==> config.mk <==
export PLATFORM = sky130hd
export DESIGN_NAME = shift_add_mul
export DESIGN_NICKNAME = d
export VERILOG_FILES = /design/src/rtl/shift_add_pkg.sv /design/src/rtl/shift_add_ctrl.sv /design/src/rtl/shift_add_acc.sv /design/src/rtl/shift_add_mul.sv
export SDC_FILE = /design/constraint.sdc
export NUM_CORES = 1
export LEC_CHECK = 0
export BUFFER_PORTS_ARGS = -buffer_cell sky130_fd_sc_hd__buf_2
export CORE_MARGIN = 5
export CORE_UTILIZATION = 50
export CTS_BUF_LIST = sky130_fd_sc_hd__clkbuf_2
export CTS_CLUSTER_DIAMETER = 30
export DETAILED_ROUTE_END_ITERATION = 6
export PLACE_DENSITY = 0.85
export SYNTH_ARGS = -nofsm -noshare
export SYNTH_HDL_FRONTEND = slang
export SYNTH_HIERARCHICAL = 1
export SYNTH_SLANG_ARGS = --single-unit
==> constraint.sdc <==
create_clock -name clk_i -period 1.9 [get_ports clk_i]
set_input_delay 0.38 -clock clk_i [delete_from_list [all_inputs] [get_ports clk_i]]
set_output_delay 0.38 -clock clk_i [all_outputs]
set_load 0.005 [all_outputs]
==> src/rtl/shift_add_pkg.sv <==
package shift_add_pkg;
  typedef enum logic [1:0] {
    ST_IDLE  = 2'd0,
    ST_ADD   = 2'd1,
    ST_SHIFT = 2'd2,
    ST_DONE  = 2'd3
  } seq_state_e;

  localparam int unsigned NUM_TLINES = 4;
endpackage

==> src/rtl/shift_add_ctrl.sv <==
module shift_add_ctrl
  import shift_add_pkg::*;
#(
  parameter int unsigned N = 4
) (
  input  logic                  clk_i,
  input  logic                  rst_ni,
  input  logic                  start_i,
  output logic [NUM_TLINES-1:0] tline_o,
  output logic                  load_o
);
  localparam int unsigned CW = $clog2(N + 1);

  seq_state_e    state_q;
  logic [CW-1:0] cnt_q;

  assign load_o = (tline_o[ST_IDLE] | tline_o[ST_DONE]) & start_i;

  always_ff @(posedge clk_i or negedge rst_ni) begin
    if (!rst_ni) begin
      state_q <= ST_IDLE;
      cnt_q   <= '0;
    end else begin
      unique case (state_q)
        ST_IDLE, ST_DONE: if (start_i) begin
          state_q <= ST_ADD;
          cnt_q   <= CW'(N);
        end
        ST_ADD: state_q <= ST_SHIFT;
        ST_SHIFT: begin
          cnt_q   <= cnt_q - CW'(1);
          state_q <= (cnt_q == CW'(1)) ? ST_DONE : ST_ADD;
        end
        default: state_q <= ST_IDLE;
      endcase
    end
  end

  // 2-to-4 decoder of the state flip-flops
  for (genvar i = 0; i < NUM_TLINES; i++) begin : g_dec
    assign tline_o[i] = (state_q == seq_state_e'(i));
  end

  assert_tline_onehot_R4: assert property (@(posedge clk_i) disable iff (!rst_ni)
    $countones(tline_o) == 1);

  assert_cnt_step_R4: assert property (@(posedge clk_i) disable iff (!rst_ni)
    tline_o[ST_SHIFT] |=> cnt_q == $past(cnt_q) - CW'(1));

  assert_busy_start_R6: assert property (@(posedge clk_i) disable iff (!rst_ni)
    (tline_o[ST_ADD] && start_i) |=> tline_o[ST_SHIFT]);

  assert_load_cnt_R2: assert property (@(posedge clk_i) disable iff (!rst_ni)
    load_o |=> (cnt_q == CW'(N)) && tline_o[ST_ADD]);
endmodule

==> src/rtl/shift_add_acc.sv <==
module shift_add_acc #(
  parameter int unsigned N = 4
) (
  input  logic         clk_i,
  input  logic         rst_ni,
  input  logic         clr_i,
  input  logic         en_i,
  input  logic         mode_i,   // 1: parallel load, 0: shift right
  input  logic [N-1:0] par_i,
  input  logic         ser_i,
  output logic [N-1:0] q_o
);
  always_ff @(posedge clk_i or negedge rst_ni) begin
    if (!rst_ni)    q_o <= '0;
    else if (clr_i) q_o <= '0;
    else if (en_i)  q_o <= mode_i ? par_i : {ser_i, q_o[N-1:1]};
  end
endmodule

==> src/rtl/shift_add_mul.sv <==
module shift_add_mul
  import shift_add_pkg::*;
#(
  parameter int unsigned N = 4
) (
  input  logic           clk_i,
  input  logic           rst_ni,
  input  logic           start_i,
  input  logic [N-1:0]   multiplicand_i,
  input  logic [N-1:0]   multiplier_i,
  output logic [2*N-1:0] product_o,
  output logic           done_o
);
  logic [NUM_TLINES-1:0] tline;
  logic                  load;
  logic [N-1:0]          b_q, c_q, a_q;
  logic                  carry_q;
  logic [N:0]            sum;
  logic                  do_add, do_shift;

  shift_add_ctrl #(.N(N)) u_ctrl (
    .clk_i   (clk_i),
    .rst_ni  (rst_ni),
    .start_i (start_i),
    .tline_o (tline),
    .load_o  (load)
  );

  assign sum      = {1'b0, a_q} + {1'b0, b_q};
  assign do_add   = tline[ST_ADD] & c_q[0];
  assign do_shift = tline[ST_SHIFT];

  shift_add_acc #(.N(N)) u_acc (
    .clk_i  (clk_i),
    .rst_ni (rst_ni),
    .clr_i  (load),
    .en_i   (do_add | do_shift),
    .mode_i (tline[ST_ADD]),
    .par_i  (sum[N-1:0]),
    .ser_i  (carry_q),
    .q_o    (a_q)
  );

  always_ff @(posedge clk_i or negedge rst_ni) begin
    if (!rst_ni) begin
      b_q     <= '0;
      c_q     <= '0;
      carry_q <= 1'b0;
    end else if (load) begin
      b_q     <= multiplicand_i;
      c_q     <= multiplier_i;
      carry_q <= 1'b0;
    end else if (do_add) begin
      carry_q <= sum[N];
    end else if (do_shift) begin
      c_q     <= {a_q[0], c_q[N-1:1]};
      carry_q <= 1'b0;
    end
  end

  assign product_o = {a_q, c_q};
  assign done_o    = tline[ST_DONE];

  assert_add_skip_R3: assert property (@(posedge clk_i) disable iff (!rst_ni)
    (tline[ST_ADD] && !c_q[0]) |=> $stable(a_q) && !carry_q);

  assert_done_hold_R5: assert property (@(posedge clk_i) disable iff (!rst_ni)
    (done_o && !start_i) |=> done_o && $stable(product_o));

  assert_load_clear_R2: assert property (@(posedge clk_i) disable iff (!rst_ni)
    load |=> (a_q == '0) && !carry_q && !done_o);

  assert_shift_feed_R3: assert property (@(posedge clk_i) disable iff (!rst_ni)
    do_shift |=> (c_q[N-1] == $past(a_q[0])) && (a_q[N-1] == $past(carry_q)));
endmodule

Yosys cells after proc, flatten, opt, wreduce, memory -nomap -nowiden
Cells that the tools add are included.
- add/subtract/negate cells: 2
- equal/unequal tests: 6
- multiplexer cells: 14
- bitwise operators: 4
- reduce and logical (&&, ||, !) cells: 8
- operators by type and width (operator ; number):
    $mux W4 ; 6
    $pmux W2 S3 ; 1
    $pmux W3 S2 ; 1
    $reduce_bool A2 Y1 ; 3
    $add A4 B4 Y5 ; 1
    $eq A2 B2 Y1 const B ; 2
    $mux W2 ; 2
    $ne A2 B2 Y1 const B ; 2
    $reduce_and A2 Y1 ; 2
    $eq A3 B1 Y1 const B ; 1
    $mux W1 ; 3
    $mux W3 ; 1
    $reduce_bool A3 Y1 ; 1
    $sub A3 B1 Y3 const B ; 1
    $and A1 B1 Y1 ; 2
    $eq A2 B1 Y1 const B ; 1
    $logic_not A2 Y1 ; 1
    $or A1 B1 Y1 ; 2
    $reduce_or A2 Y1 ; 1
- register bits: 18
- output and inout port bits: 9
- word-level logic and storage cells: 40

Longest topological paths before layout
- word-level depth: 5
- mapped depth: 7
- mapped depth without buffers: 6

Modules after synthesis
The synthesis kept the hierarchy.
- modules (own cells, without submodules) (module ; instances ; cells each ; area each (um^2) ; sequential area each (um^2)):
    shift_add_mul ; 1 ; 47 ; 538.0 ; 225.2
    shift_add_ctrl ; 1 ; 35 ; 354.1 ; 125.1
    shift_add_acc ; 1 ; 18 ; 193.9 ; 100.1

Worst setup path before layout
Ideal clock, no wire load.
- path type: flip-flop to flip-flop
- start: reg u_ctrl.state_q[0]
- end: reg c_q[1]
- library setup time: 0.125 ns
- arrival: 1.814 ns
- slack: -0.039 ns
- cell stages (with the launch flop): 8
- path buffers: 2
- period minus slack after synthesis: 1.939 ns
- cells stage by stage: dfrtp_1 -> inv_1 -> ha_1 -> buf_6 -> and2b_2 -> buf_6 -> mux2_4 -> mux2_2
- cells in the longest elaborated chain, start to end: 5
- ends and longest elaborated chain (element ; RTL line ; source):
    from (decl) ; shift_add_ctrl.sv:14 ; seq_state_e state_q;
    from (signal assigned) ; shift_add_ctrl.sv:32 ; state_q <= (cnt_q == CW'(1)) ? ST_DONE : ST_ADD;
    $eq A2 B2 Y1 or $logic_not A2 Y1 (tied branches) ; shift_add_ctrl.sv:41 ; assign tline_o[i] = (state_q == seq_state_e'(i));
    $or A1 B1 Y1 (*) ; shift_add_ctrl.sv:17 ; assign load_o = (tline_o[ST_IDLE] | tline_o[ST_DONE]) & start_i;
    $and A1 B1 Y1 (*) ; shift_add_ctrl.sv:17 ;
    net load ; shift_add_mul.sv:15 ; logic load;
    $ne A2 B2 Y1 (no line) or $reduce_bool A2 Y1 (tied branches) ; - ;
    $reduce_and A2 Y1 (no line) ; - ;
    to (signal assigned) ; shift_add_mul.sv:51 ; c_q <= multiplier_i;
    to (signal assigned) ; shift_add_mul.sv:56 ; c_q <= {a_q[0], c_q[N-1:1]};
    to (decl) ; shift_add_mul.sv:16 ; logic [N-1:0] b_q, c_q, a_q;
The timed path passes the listed nets; every way through them passes the cells marked *.
A chain may end at the register's enable or synchronous reset.

Worst setup path after layout
- start: reg u_ctrl.state_q[0]
- end: reg c_q[3]
The elaborated chain is that of the path after synthesis.

==> metrics.md <==
| Metric | Value |
|---|---|
| Vias per cell | between 5 and 6 |
| Combinational power share | 0.594 |
| Seq cells post-synth | 18 |
| Cell depth of the worst hold path | 3 |
| CTS Root Cell | clkbuf_2 |
| Synth warn | 6 |
| RSZ-0062 raised after global routing | no |
| Reg2reg path depth | 5 |
| Initial Utilization | 0.537 |
| Type of the worst min-delay path | input pin to flop |
| Die Ht | between 50 and 60 µm |
| Final hold violation count | 0 |
| CTS tree | done |
| Initial antenna violation count | 0 |
| Most frequent cell on the critical path | mux2_2 |
| Crit path arrival time | ~2000 ps |
| Maximum root-to-sink buffer count | 2 |
| Hold EP | b_q[1] |
| Post-CTS Setup Bufs | 0 |
| Global-route wire length before repair | 3600 µm |
| Post-route clock period utilization | 0.937 |
| Drt first-iter violations | 11 |
| Htree depth | 1 |
| Max Freq | about 560 MHz |
| VDD IR max | approximately 0.78 mV |
| Final #Nets | around 150 |
| Num rows | 16 |
| Share of power burned in the clock network | 0.078 |
| # diodes | 0 |
| Sequential share of power | 0.328 |
| Slew headroom | 0.726 |
| Crit path cell chain | inv_2 > ha_4 > and2b_2 > mux2_2 > mux2_2 |
| Period minus WS final | ~1800 ps |
| Share of layout cells above drive strength 1 | 0.317 |
| Worst Setup End Kind | flop |
| Post-route ant nets | 0 |
| Pin count of the biggest net entering global routing | 19 |
| Synth area leader | dfrtp_1 |
| Post-Syn Area | roughly 0.0011 mm² |
| Internal power | between 0.001 and 0.0015 W |
| Crit path from | u_ctrl/state_q[0] |
| Setup slack at placement | a little under 80 ps |
| CP Launch Type | flop |
| Setup WS post-layout | approximately 120 ps |
| Worst path required time | 2130 ps |
| Cells after synthesis | 100 |
| Pins Over Slew Limit | 0 |
| Synth area leaders | dfrtp_1 (41%), ha_1 (13%), mux2_2 (8.3%), mux2i_1 (5.5%), o21ai_0 (3.2%) |
| Avg Cell Area, Syn | 10.9 µm² |
| Finished Core Util | 0.619 |
| Syn_nets | approximately 120 |
| Slowest-stage cell, CP | dfrtp_1 |
| Routed Wire Length | between 2000 and 2500 µm |
| Power per cell area | approximately 1700 mW/mm² |
| Total CTS buffers | 3 |
| Top cell type's share of synthesized area | 0.415 |
| DR WL/cell | 13.6 µm |
| Worst Clk Skew | 19.6 ps |
| Area Growth Syn to Fin | 15.2% |
| Remaining routing DRC violations | 0 |
| Netlist cell types | 28 |
| Worst-Skew Late Latency | slightly above 300 ps |
| Setup violations, final | 0 |
| Placer congestion estimate | approximately 0.83 |
| Die area | 0.00320 mm² |
| GRT Util Overall | 0.141 |
| Gr ovfl total | 0 |
| Core Region | around 0.0020 mm² |
| Dpl hpwl | 1610 µm |
| Sw frac | 0.414 |
| Total number of vias | 794 |
| RR Endpoint | c_q[3] |
| Worst-margin pin slew | between 400 and 500 ps |
| Die X | around 57 µm |
| PortBufs | 19 |
| HP Start | multiplicand_i[1] |
| R2R setup slack | 120 ps |
| Drt pass-1 iters | 4 |
| Vias in the first global route | just over 800 |
| WS Path Type | flop to flop |
| P_sw | between 0.0008 and 0.0009 W |
| Post-synthesis sequential area ratio | 0.415 |
| RR Startpoint | u_ctrl/state_q[0] |
| Setup TNS | 0 ps |
| Number of max-cap violations | 0 |
| Clk slew on worst S/H paths | ~190 ps |
| Clk sinks | 18 |
| Status | finished, final reports clean |
| Leakage | ~0.6 nW |
| CP max stage delay | about 450 ps |
| Io pins | 20 |
| Worst-path maximum fanout | 9 |
==> worst max-delay path, delay by kind of cell, from the launching register on <==
family	cells	cell delay (ps)
flops	1	450
mux	2	620
fa+ha+maj	1	240
buf+inv	1	110
simple gates	1	300
==> cell families (layout without fill, tap and decap cells) <==
logic type	Yosys count	after routing	synth area share
AOI/OAI and AO/OA	20	20	0.115
xor gates and xnor gates	2	2	0.0161
adders and majority gates	12	12	0.145
buffers and inverters	12	35	0.0564
DFF	18	18	0.415
muxes	15	15	0.152
and+or+nand+nor	21	21	0.100
==> state kept, by name, indices dropped and copies added (netlist names) <==
name and count:
carry_q 1, u_ctrl/cnt_q 3, u_acc/q_o 4, c_q 4, b_q 4, u_ctrl/state_q 2
==> layout make-up <==
cell class                 count  area [µm²]
clock inverter                 1        3.75
tap                           27        33.8
inverter                       8        30.0
multi-input combinational     70         591
fill                         179         771
timing repair buffer          23         128
sequential                    18         450
clock buffer                   3        15.0
==> cells in the final DEF (no fill, tap or decap), types with 2 or more instances in the layout <==
cell and count:
a211oi_1 4, a21oi_1 3, buf_2 19, buf_4 3, clkbuf_2 3, dfrtp_1 18
ha_1 10, inv_1 6, inv_2 2, mux2_2 8, mux2i_1 6, nand2_1 5
nand2b_1 3, nor2_1 7, o21ai_0 7, xnor2_1 2
==> per-layer routing <==
metal,vias up,global-route usage,share of wire
met5,-,0,0
li1,393,-,-
met3,2,0.0321,0.044
met2,17,0.223,0.49
met1,382,0.189,0.46
met4,0,0.0508,0.0083
==> cell usage after synthesis (all sizes together) <==
cell,instances
a21oi,4
and2b,1
nand2,5
a22oi,1
a211o,1
clkbuf,1
nand4,1
dfrtp,18
buf,3
a211oi,4
nand3,1
a21o,1
nor2,7
o31ai,1
fa,1
nand3b,1
or3b,1
o311ai,1
and3b,1
mux2i,6
nand2b,3
xnor2,2
inv,8
ha,11
o21ai,7
mux2,9
==> repair_timing <==
| action | 4_1_cts | 5_1_grt |
|---|---|---|
| setup endpoints to repair | 0 | 3 |
| resized for setup | 0 | 1 |
| hold buffers | 1 | 0 |
| hold endpoints to repair | 18 | 0 |
==> how the worst max path moves through the flow <==
stage | endpoint | cells past startpoint
finish | c_q[3] | 5
floorplan | c_q[1] | 7
global placement | c_q[2] | 5
global route | c_q[3] | 5
detailed placement | c_q[1] | 5
CTS | c_q[1] | 5
==> stage by stage <==
step	hold WS, ps	total power (W)	area [µm²]	std cells
floorplan	84.4	0.00170	1100	100
global placement	328	0.00193	1220	145
detailed placement	335	0.00201	1220	145
CTS	239	0.00219	1250	150
global route	254	0.00239	1250	150
finish	253	0.00217	1250	150
==> power by group through the flow <==
stage / logic, W / registers [W] / clock network (W)
2_1_floorplan: 0.00100 / 0.000698 / 0
3_3_place_gp: 0.00122 / 0.000708 / 0
3_5_place_dp: 0.00129 / 0.000723 / 0
4_1_cts: 0.00130 / 0.000714 / 0.000176
5_1_grt: 0.00146 / 0.000742 / 0.000191
6_report: 0.00129 / 0.000713 / 0.000168
Note: power is estimated with default switching activity, not from simulation.
